$ cat config.mk
export PLATFORM = sky130hd
export DESIGN_NAME = wtree_mult
export DESIGN_NICKNAME = d
export VERILOG_FILES = /design/src/rtl/wt_pkg.sv /design/src/rtl/wt_half_add.sv /design/src/rtl/wt_full_add.sv /design/src/rtl/wtree_pp_row.sv /design/src/rtl/wtree_csa.sv /design/src/rtl/wtree_ripple.sv /design/src/rtl/wtree_mult.sv
export SDC_FILE = /design/constraint.sdc
export NUM_CORES = 1
export LEC_CHECK = 0
export CAP_MARGIN = 40
export CORE_ASPECT_RATIO = 0.9
export CORE_MARGIN = 2
export CORE_UTILIZATION = 40
export DETAILED_ROUTE_END_ITERATION = 6
export DONT_BUFFER_PORTS = 1
export PLACE_DENSITY = 0.63
export SYNTH_ARGS = -nofsm -noshare
export SYNTH_HDL_FRONTEND = slang
export SYNTH_HIERARCHICAL = 1
export SYNTH_SLANG_ARGS = --single-unit
$ cat constraint.sdc
create_clock -name vclk -period 35.8
set_clock_uncertainty 0.1 [all_clocks]
set_input_delay 10.74 -clock vclk [all_inputs]
set_output_delay 10.74 -clock vclk [all_outputs]
set_load 0.05 [all_outputs]
$ cat src/rtl/wt_pkg.sv
package wt_pkg;

    // Cell placed in one column of a carry-save stage
    typedef enum logic [1:0] {
        CELL_NONE,
        CELL_PASS,
        CELL_HALF,
        CELL_FULL
    } cell_kind_e;

    function automatic cell_kind_e kind_of(input int bits_in_column);
        case (bits_in_column)
            0:       return CELL_NONE;
            1:       return CELL_PASS;
            2:       return CELL_HALF;
            default: return CELL_FULL;
        endcase
    endfunction

endpackage

$ cat src/rtl/wt_half_add.sv
module wt_half_add (
    input  logic a,
    input  logic b,
    output logic s,
    output logic co
);
    assign s  = a ^ b;
    assign co = a & b;
endmodule

$ cat src/rtl/wt_full_add.sv
module wt_full_add (
    input  logic a,
    input  logic b,
    input  logic ci,
    output logic s,
    output logic co
);
    logic s_mid, c_lo, c_hi;

    wt_half_add u_ha_lo (.a(a),     .b(b),  .s(s_mid), .co(c_lo));
    wt_half_add u_ha_hi (.a(s_mid), .b(ci), .s(s),     .co(c_hi));

    assign co = c_lo | c_hi;
endmodule

$ cat src/rtl/wtree_pp_row.sv
// One partial-product row: a single multiplicand bit gating every multiplier bit
module wtree_pp_row #(
    parameter int N = 8
) (
    input  logic         sel,
    input  logic [N-1:0] mb,
    output logic [N-1:0] row
);
    for (genvar j = 0; j < N; j++) begin : g_and
        assign row[j] = sel & mb[j];
    end
endmodule

$ cat src/rtl/wtree_csa.sv
// Three rows in, two rows out. The cell in each column is picked from the
// occupancy masks, so columns that hold fewer than three bits use fewer gates.
module wtree_csa
    import wt_pkg::*;
#(
    parameter int           W     = 16,
    parameter logic [W-1:0] OCC_X = '1,
    parameter logic [W-1:0] OCC_Y = '1,
    parameter logic [W-1:0] OCC_Z = '1
) (
    input  logic [W-1:0] x,
    input  logic [W-1:0] y,
    input  logic [W-1:0] z,
    output logic [W-1:0] s,
    output logic [W-1:0] c
);
    assign c[0] = 1'b0;

    for (genvar k = 0; k < W; k++) begin : g_col
        localparam int         CNT  = int'(OCC_X[k]) + int'(OCC_Y[k]) + int'(OCC_Z[k]);
        localparam cell_kind_e KIND = kind_of(CNT);

        if (k == W - 1) begin : g_top
            // The product fits in W bits, so no carry leaves the top column
            assign s[k] = x[k] ^ y[k] ^ z[k];
        end else if (KIND == CELL_FULL) begin : g_fa
            wt_full_add u_fa (.a(x[k]), .b(y[k]), .ci(z[k]), .s(s[k]), .co(c[k+1]));
        end else if (KIND == CELL_HALF) begin : g_ha
            // The empty input is constant zero, so it is ORed into one operand
            if (!OCC_X[k]) begin : g_yz
                wt_half_add u_ha (.a(y[k]), .b(z[k] | x[k]), .s(s[k]), .co(c[k+1]));
            end else if (!OCC_Y[k]) begin : g_xz
                wt_half_add u_ha (.a(x[k]), .b(z[k] | y[k]), .s(s[k]), .co(c[k+1]));
            end else begin : g_xy
                wt_half_add u_ha (.a(x[k]), .b(y[k] | z[k]), .s(s[k]), .co(c[k+1]));
            end
        end else begin : g_wire
            // A lone bit, or nothing: the unused inputs are zero
            assign s[k]   = x[k] | y[k] | z[k];
            assign c[k+1] = 1'b0;
        end
    end
endmodule

$ cat src/rtl/wtree_ripple.sv
// Final two-row adder: a half adder at the LSB, then a chain of full adders
module wtree_ripple #(
    parameter int W = 16
) (
    input  logic [W-1:0] x,
    input  logic [W-1:0] y,
    output logic [W-1:0] sum
);
    logic [W-1:1] cy;

    wt_half_add u_lsb (.a(x[0]), .b(y[0]), .s(sum[0]), .co(cy[1]));

    for (genvar k = 1; k < W - 1; k++) begin : g_bit
        wt_full_add u_fa (.a(x[k]), .b(y[k]), .ci(cy[k]), .s(sum[k]), .co(cy[k+1]));
    end

    assign sum[W-1] = x[W-1] ^ y[W-1] ^ cy[W-1];
endmodule

$ cat src/rtl/wtree_mult.sv
// Unsigned N x N Wallace tree multiplier with a fixed eight-row grouping schedule
module wtree_mult #(
    parameter int N = 8
) (
    input  logic [N-1:0]   opa,
    input  logic [N-1:0]   opb,
    output logic [2*N-1:0] prod
);
    localparam int W = 2 * N;

    // Elaboration-time bit occupancy of each row
    function automatic logic [W-1:0] occ_row(input int i);
        return W'((1 << N) - 1) << i;
    endfunction

    function automatic logic [W-1:0] occ_carry(input logic [W-1:0] ox,
                                                input logic [W-1:0] oy,
                                                input logic [W-1:0] oz);
        logic [W-1:0] r;
        r = '0;
        for (int k = 0; k < W - 1; k++) begin
            r[k+1] = (int'(ox[k]) + int'(oy[k]) + int'(oz[k])) >= 2;
        end
        return r;
    endfunction

    // Occupancy through the schedule
    localparam logic [W-1:0] OCC_S1 = occ_row(0) | occ_row(1) | occ_row(2);
    localparam logic [W-1:0] OCC_C1 = occ_carry(occ_row(0), occ_row(1), occ_row(2));
    localparam logic [W-1:0] OCC_S2 = occ_row(3) | occ_row(4) | occ_row(5);
    localparam logic [W-1:0] OCC_C2 = occ_carry(occ_row(3), occ_row(4), occ_row(5));
    localparam logic [W-1:0] OCC_S4 = OCC_S1 | OCC_C1 | OCC_S2;
    localparam logic [W-1:0] OCC_C4 = occ_carry(OCC_S1, OCC_C1, OCC_S2);
    localparam logic [W-1:0] OCC_S5 = occ_row(6) | occ_row(7) | OCC_C2;
    localparam logic [W-1:0] OCC_C5 = occ_carry(occ_row(6), occ_row(7), OCC_C2);
    localparam logic [W-1:0] OCC_S6 = OCC_S4 | OCC_C4 | OCC_S5;
    localparam logic [W-1:0] OCC_C6 = occ_carry(OCC_S4, OCC_C4, OCC_S5);

    // Partial-product rows, each shifted to its weight
    logic [W-1:0] pp [N];

    for (genvar i = 0; i < N; i++) begin : g_row
        logic [N-1:0] row_bits;
        wtree_pp_row #(.N(N)) u_row (.sel(opa[i]), .mb(opb), .row(row_bits));
        assign pp[i] = W'(row_bits) << i;
    end

    // Layer 1: two triples compressed, rows 6 and 7 wait
    logic [W-1:0] g1_s, g1_c, g2_s, g2_c;

    wtree_csa #(.W(W), .OCC_X(occ_row(0)), .OCC_Y(occ_row(1)), .OCC_Z(occ_row(2)))
        u_l1_g1 (.x(pp[0]), .y(pp[1]), .z(pp[2]), .s(g1_s), .c(g1_c));
    wtree_csa #(.W(W), .OCC_X(occ_row(3)), .OCC_Y(occ_row(4)), .OCC_Z(occ_row(5)))
        u_l1_g2 (.x(pp[3]), .y(pp[4]), .z(pp[5]), .s(g2_s), .c(g2_c));

    // Layer 2: second-triple sums join the first triple; its carries join rows 6-7
    logic [W-1:0] g4_s, g4_c, g5_s, g5_c;

    wtree_csa #(.W(W), .OCC_X(OCC_S1), .OCC_Y(OCC_C1), .OCC_Z(OCC_S2))
        u_l2_g4 (.x(g1_s), .y(g1_c), .z(g2_s), .s(g4_s), .c(g4_c));
    wtree_csa #(.W(W), .OCC_X(occ_row(6)), .OCC_Y(occ_row(7)), .OCC_Z(OCC_C2))
        u_l2_g5 (.x(pp[6]), .y(pp[7]), .z(g2_c), .s(g5_s), .c(g5_c));

    // Layer 3: three rows compressed, the last carry row passes on
    logic [W-1:0] g6_s, g6_c, g7_pass;

    wtree_csa #(.W(W), .OCC_X(OCC_S4), .OCC_Y(OCC_C4), .OCC_Z(OCC_S5))
        u_l3_g6 (.x(g4_s), .y(g4_c), .z(g5_s), .s(g6_s), .c(g6_c));
    assign g7_pass = g5_c;

    // Layer 4: last compression, at most two bits per column remain
    logic [W-1:0] l4_s, l4_c;

    wtree_csa #(.W(W), .OCC_X(OCC_S6), .OCC_Y(OCC_C6), .OCC_Z(OCC_C5))
        u_l4 (.x(g6_s), .y(g6_c), .z(g7_pass), .s(l4_s), .c(l4_c));

    // Final carry-propagate addition
    wtree_ripple #(.W(W)) u_cpa (.x(l4_s), .y(l4_c), .sum(prod));

endmodule

==> key figures, run 1 <==
Die
  • Die height: 87.1 um
  • I/O pin count: 32
  • Cell row count: 30
  • Die Width: 96.3 um
  • Placeable core area: 0.00751 mm^2
  • Initial Utilization: 0.409
  • Die footprint: 0.00839 mm^2

STA
  • Maximum clock rate: 34.9 MHz
  • Setup repair after global routing missed its margin: no
  • Worst slew margin relative to its limit: 0.659
  • # setup viols final: 0
  • Final worst-path setup slack: 7110 ps
  • Final hold violations: 0
  • Minimum period implied by the final worst setup slack: 28690 ps
  • Final clock period utilization by the worst path: 0.801
  • Number of max-slew violations in the final report: 0
  • Transition time at the pin with the least slew margin: 511 ps
  • Total Neg Setup Slack: 0 ps

Hold path
  • Number of cells on the worst hold path: 6
  • Hold Crit Class: input port to output port
  • Worst Hold Endpoint: prod[0]
  • Hold Path Origin: opb[0]

Worst setup path
  • Max Fanout on Critical Path: 8
  • Worst Setup Start Kind: input port
  • Critical path endpoint category: output port
  • Slowest library cell on the worst path: sky130_fd_sc_hd__xor3_1
  • Required time of the worst setup path: 24960 ps
  • Arrival @ worst endpoint: 17850 ps
  • Library cell appearing most often on the critical path: sky130_fd_sc_hd__ha_1
  • Crit path kind: input port to output port
  • Delay of the slowest cell on the worst path: 530 ps

GRT
  • Global-route wire length before repair: 7.89 mm
  • GRT Total Usage: 0.114
  • Via count of the first global-routing pass: 1834
  • Largest net degree at the start of global routing: 9
  • Antenna violations before repair: 0
  • GR Overflow Total: 0

Drt
  • Via count normalized by instance count: 4.17
  • Total via count in the routed design: 2077
  • Average detailed-routed wire length per instance: 9.00 um
  • Number of DRC violations after detailed-routing iteration 0: 23
  • Total wire length after detailed routing: 4.48 mm
  • Number of DRC violations after detailed routing: 0
  • Initial DRT Pass Iterations: 4
  • Post-route ant nets: 0

Place
  • Pre-CTS setup slack: 7020 ps
  • Port Buf Inserts: 0
  • Detailed placer's ending HPWL: 4.30 mm
  • Global placer's final weighted congestion: 0.759
  • Number of placed instances with taps included: 498

Synthesis
  • Synth cell count leaders: 120 x sky130_fd_sc_hd__ha_1, 64 x sky130_fd_sc_hd__and2_1, 52 x sky130_fd_sc_hd__or2_1
  • Top-count cell post-synth: sky130_fd_sc_hd__ha_1
  • Post-Synthesis Cells: 345
  • Sequential element share of the synthesized area: 0
  • Distinct cell type count of the synthesized netlist: 8
  • Share of the synthesized area in the top cell type: 0.489
  • Ys Warns: 6
  • Biggest area contributors in the synthesized netlist: sky130_fd_sc_hd__ha_1 49%, sky130_fd_sc_hd__and2_1 13%, sky130_fd_sc_hd__or2_1 11%
  • Library cell occupying the most area in the post-synthesis netlist: sky130_fd_sc_hd__ha_1
  • Synthesized area per cell: 8.89 um^2
  • Syn Std Cell Area: 0.00307 mm^2

CTS
  • Count of hold buffers inserted by post-cts repair: 0
  • Cells resized by post-CTS repair: 0
  • Post-CTS repair timing setup buffer count: 0

Layout
  • Filler Cell Count: 763
  • Final layout net count: 540
  • Number of cells in the finished layout apart from fillers: 498
  • Combined area of the multi-input logic cells: 0.00312 mm^2
  • Area taken by flip-flops and latches: 0 um^2
  • Fraction of layout cells with a size suffix above 1: 0.0373
  • Number of clock-tree buffers in the layout: 0
  • Antenna diode instance count: 0
  • Number of sequential cells in the layout: 0
  • Area added between synthesis and finish: 5.63%

Job
  • Max-cap violation count: 0

Run status
  • Result of the run: finished clean
## layout make-up
| class | instances | share of cell area |
|---|---|---|
| Tap cell | 96 | 0.0371 |
| Multi-Input combinational cell | 402 | 0.963 |
## critical path, delay by kind of cell
kind | cells | cell delay [ps]
simple gates | 14 | 3070
fa+ha+maj | 17 | 3500
xor+xnor | 1 | 530
## layer usage
metal	wire length (um)	GRT usage	vias to the layer above	part of all wire
met5	0	0	-	0
met4	0	0.00256	0	0
met3	112	0.00606	0	0.025
met2	2210	0.203	16	0.49
met1	2150	0.161	905	0.48
li1	-	-	1156	-
## layout by cell type, fill, tap and decap left out
| cell type | count |
|---|---|
| sky130_fd_sc_hd__or2_2 | 15 |
| sky130_fd_sc_hd__conb_1 | 107 |
| sky130_fd_sc_hd__xor3_1 | 7 |
| sky130_fd_sc_hd__or3_1 | 37 |
| sky130_fd_sc_hd__and2_1 | 64 |
| sky130_fd_sc_hd__or2_1 | 52 |
| sky130_fd_sc_hd__ha_1 | 120 |
## how the worst max path moves through the flow
stage / cells after the start / end / startpoint / slack, ps
2_1_floorplan: 32 / prod[15] / opb[3] / 7300
3_3_place_gp: 32 / prod[15] / opb[3] / 7090
3_5_place_dp: 32 / prod[15] / opb[3] / 7020
4_1_cts: 32 / prod[15] / opb[3] / 7040
5_1_grt: 32 / prod[15] / opb[3] / 6700
6_report: 32 / prod[15] / opb[3] / 7110
## cells by family after synthesis
logic type	Yosys count	share of synthesized area
xor+xnor	7	0.0542
fa+ha+maj	120	0.489
buf+inv	43	0.105
other cells	7	0.00857
simple gates	168	0.343
## per-stage QoR
step,area [um^2],util,hold WS [ps]
after floorplan,3440,-,22200
after global placement,3240,0.432,22290
after detailed placement,3240,0.432,22290
after CTS,3240,0.432,22290
after global routing,3240,0.432,22320
final,3240,0.432,22270
Power of run 1 is not shown: default switching activity piles up to over one toggle a cycle in this logic, so the estimate is an artifact.
==> run 2: changes to the inputs <==
==> constraint.sdc (replaced) <==
create_clock -name vclk -period 29.2
set_clock_uncertainty 0.1 [all_clocks]
set_input_delay 8.76 -clock vclk [all_inputs]
set_output_delay 8.76 -clock vclk [all_outputs]
set_load 0.05 [all_outputs]
==> run 2 against run 1 <==
  * Non-clock buffer count unchanged
  * Global-route usage grew 0.12 points
  * Flip-flop and latch count stayed put
  * Critical endpoint unchanged
  * Highest routed layer unchanged
==> key figures, run 2 (synthesis results as in run 1) <==
Worst setup path
  • Library cell appearing most often on the critical path: sky130_fd_sc_hd__ha_1 (unchanged)
  • Startpoint of the worst setup timing path: opb[3] (unchanged)
  • Delay of the slowest cell on the worst path: 530 ps (about the same)
  • Category of cells accounting for the largest share of critical-path delay: adder cells (unchanged)
  • Required time of the worst setup path: 20340 ps (was 24960 ps)
  • Worst Setup Start Kind: input port (unchanged)
  • Critical path endpoint category: output port (unchanged)
  • Buffers & Inverters on Critical Path: 0 (unchanged)
  • Crit path kind: input port to output port (unchanged)
  • Slowest library cell on the worst path: sky130_fd_sc_hd__xor3_1 (unchanged)
  • Max Fanout on Critical Path: 8 (unchanged)
  • Arrival @ worst endpoint: 15880 ps (was 17850 ps)

Drt
  • Total via count in the routed design: 2087 (was 2077)
  • Number of DRC violations after detailed-routing iteration 0: 32 (was 23)
  • Via count normalized by instance count: 4.19 (was 4.17)
  • Post-route ant nets: 0 (unchanged)
  • Initial DRT Pass Iterations: 4 (unchanged)
  • Total wire length after detailed routing: 4.52 mm (was 4.48 mm)
  • Average detailed-routed wire length per instance: 9.07 um (was 9.00 um)
  • Number of DRC violations after detailed routing: 0 (unchanged)

Place
  • Global placer's final weighted congestion: 0.759 (about the same)
  • Pre-CTS setup slack: 4390 ps (was 7020 ps)
  • Placed cell area: 0.00324 mm^2 (unchanged)
  • Detailed placer's ending HPWL: 4.30 mm (about the same)
  • Port Buf Inserts: 0 (unchanged)

GRT
  • Antenna violations before repair: 0 (unchanged)
  • Global-route wire length before repair: 8.00 mm (was 7.89 mm)
  • Largest net degree at the start of global routing: 9 (unchanged)
  • GRT Total Usage: 0.115 (was 0.114)
  • GR Overflow Total: 0 (unchanged)
  • Via count of the first global-routing pass: 1870 (was 1834)

Die
  • Die Width: 96.3 um (unchanged)
  • Die footprint: 0.00839 mm^2 (unchanged)
  • I/O pin count: 32 (unchanged)
  • Die height: 87.1 um (unchanged)
  • Cell row count: 30 (unchanged)
  • Initial Utilization: 0.409 (unchanged)
  • Placeable core area: 0.00751 mm^2 (unchanged)

STA
  • Total Neg Setup Slack: 0 ps (unchanged)
  • Maximum clock rate: 40.4 MHz
  • Worst slew margin relative to its limit: 0.659 (unchanged)
  • Final hold violations: 0 (unchanged)
  • Number of max-slew violations in the final report: 0 (unchanged)
  • Setup repair after global routing missed its margin: no (unchanged)
  • Final clock period utilization by the worst path: 0.847
  • Worst-case hold slack: 18300 ps (was 22270 ps)
  • Transition time at the pin with the least slew margin: 511 ps (unchanged)
  • Minimum period implied by the final worst setup slack: 24740 ps
  • # setup viols final: 0 (unchanged)
  • Final worst-path setup slack: 4460 ps (was 7110 ps)

Hold path
  • Hold Crit Class: input port to output port (unchanged)
  • Number of cells on the worst hold path: 6 (unchanged)
  • Hold Path Origin: opb[0] (unchanged)
  • Worst Hold Endpoint: prod[0] (unchanged)

CTS
  • Count of hold buffers inserted by post-cts repair: 0 (unchanged)
  • Post-CTS repair timing setup buffer count: 0 (unchanged)
  • Cells resized by post-CTS repair: 0 (unchanged)

Layout
  • Filler Cell Count: 764 (was 763)
  • Final layout net count: 540 (unchanged)
  • Final non-filler cell area: 0.00324 mm^2 (unchanged)
  • Antenna diode instance count: 0 (unchanged)
  • Area added between synthesis and finish: 5.63% (unchanged)
  • Area taken by flip-flops and latches: 0 um^2 (unchanged)
  • Number of clock-tree buffers in the layout: 0 (unchanged)
  • Most used cells in the layout excluding fill and tap cells: 120 x sky130_fd_sc_hd__ha_1, 107 x sky130_fd_sc_hd__conb_1, 64 x sky130_fd_sc_hd__and2_1 (unchanged)
  • Combined area of the multi-input logic cells: 0.00312 mm^2 (unchanged)
  • Fraction of layout cells with a size suffix above 1: 0.0373 (unchanged)
  • Most frequent standard cell in the layout excluding fill and tap cells: sky130_fd_sc_hd__ha_1 (unchanged)
  • Number of sequential cells in the layout: 0 (unchanged)

Run status
  • Result of the run: finished clean (unchanged)

Job
  • Max-cap violation count: 0 (unchanged)
[run 2: per-stage QoR]
stage | util | cells
2_1_floorplan | - | 445
3_3_place_gp | 0.432 | 498
3_5_place_dp | 0.432 | 498
4_1_cts | 0.432 | 498
5_1_grt | 0.432 | 498
6_report | 0.432 | 498
[run 2: worst max path at each step]
stage | endpoint | slack (ps) | cells past startpoint
after floorplan | prod[15] | 4660 | 32
after global routing | prod[15] | 4070 | 32
final | prod[15] | 4460 | 32
after global placement | prod[15] | 4450 | 32
after CTS | prod[15] | 4400 | 32
after detailed placement | prod[15] | 4390 | 32
[run 2: layout make-up]
cell class | instances | share of cell area
tap | 96 | 0.0371
multi-input combinational | 402 | 0.963
[run 2: routing by layer]
layer	vias up	GRT usage	wire length, um	share of wire
met5	-	0	0	0
met4	0	0.00512	0	0
met3	0	0.00519	127	0.028
li1	1156	-	-	-
met2	19	0.207	2200	0.49
met1	912	0.160	2190	0.49
Power of run 2 is left out for the same reason.
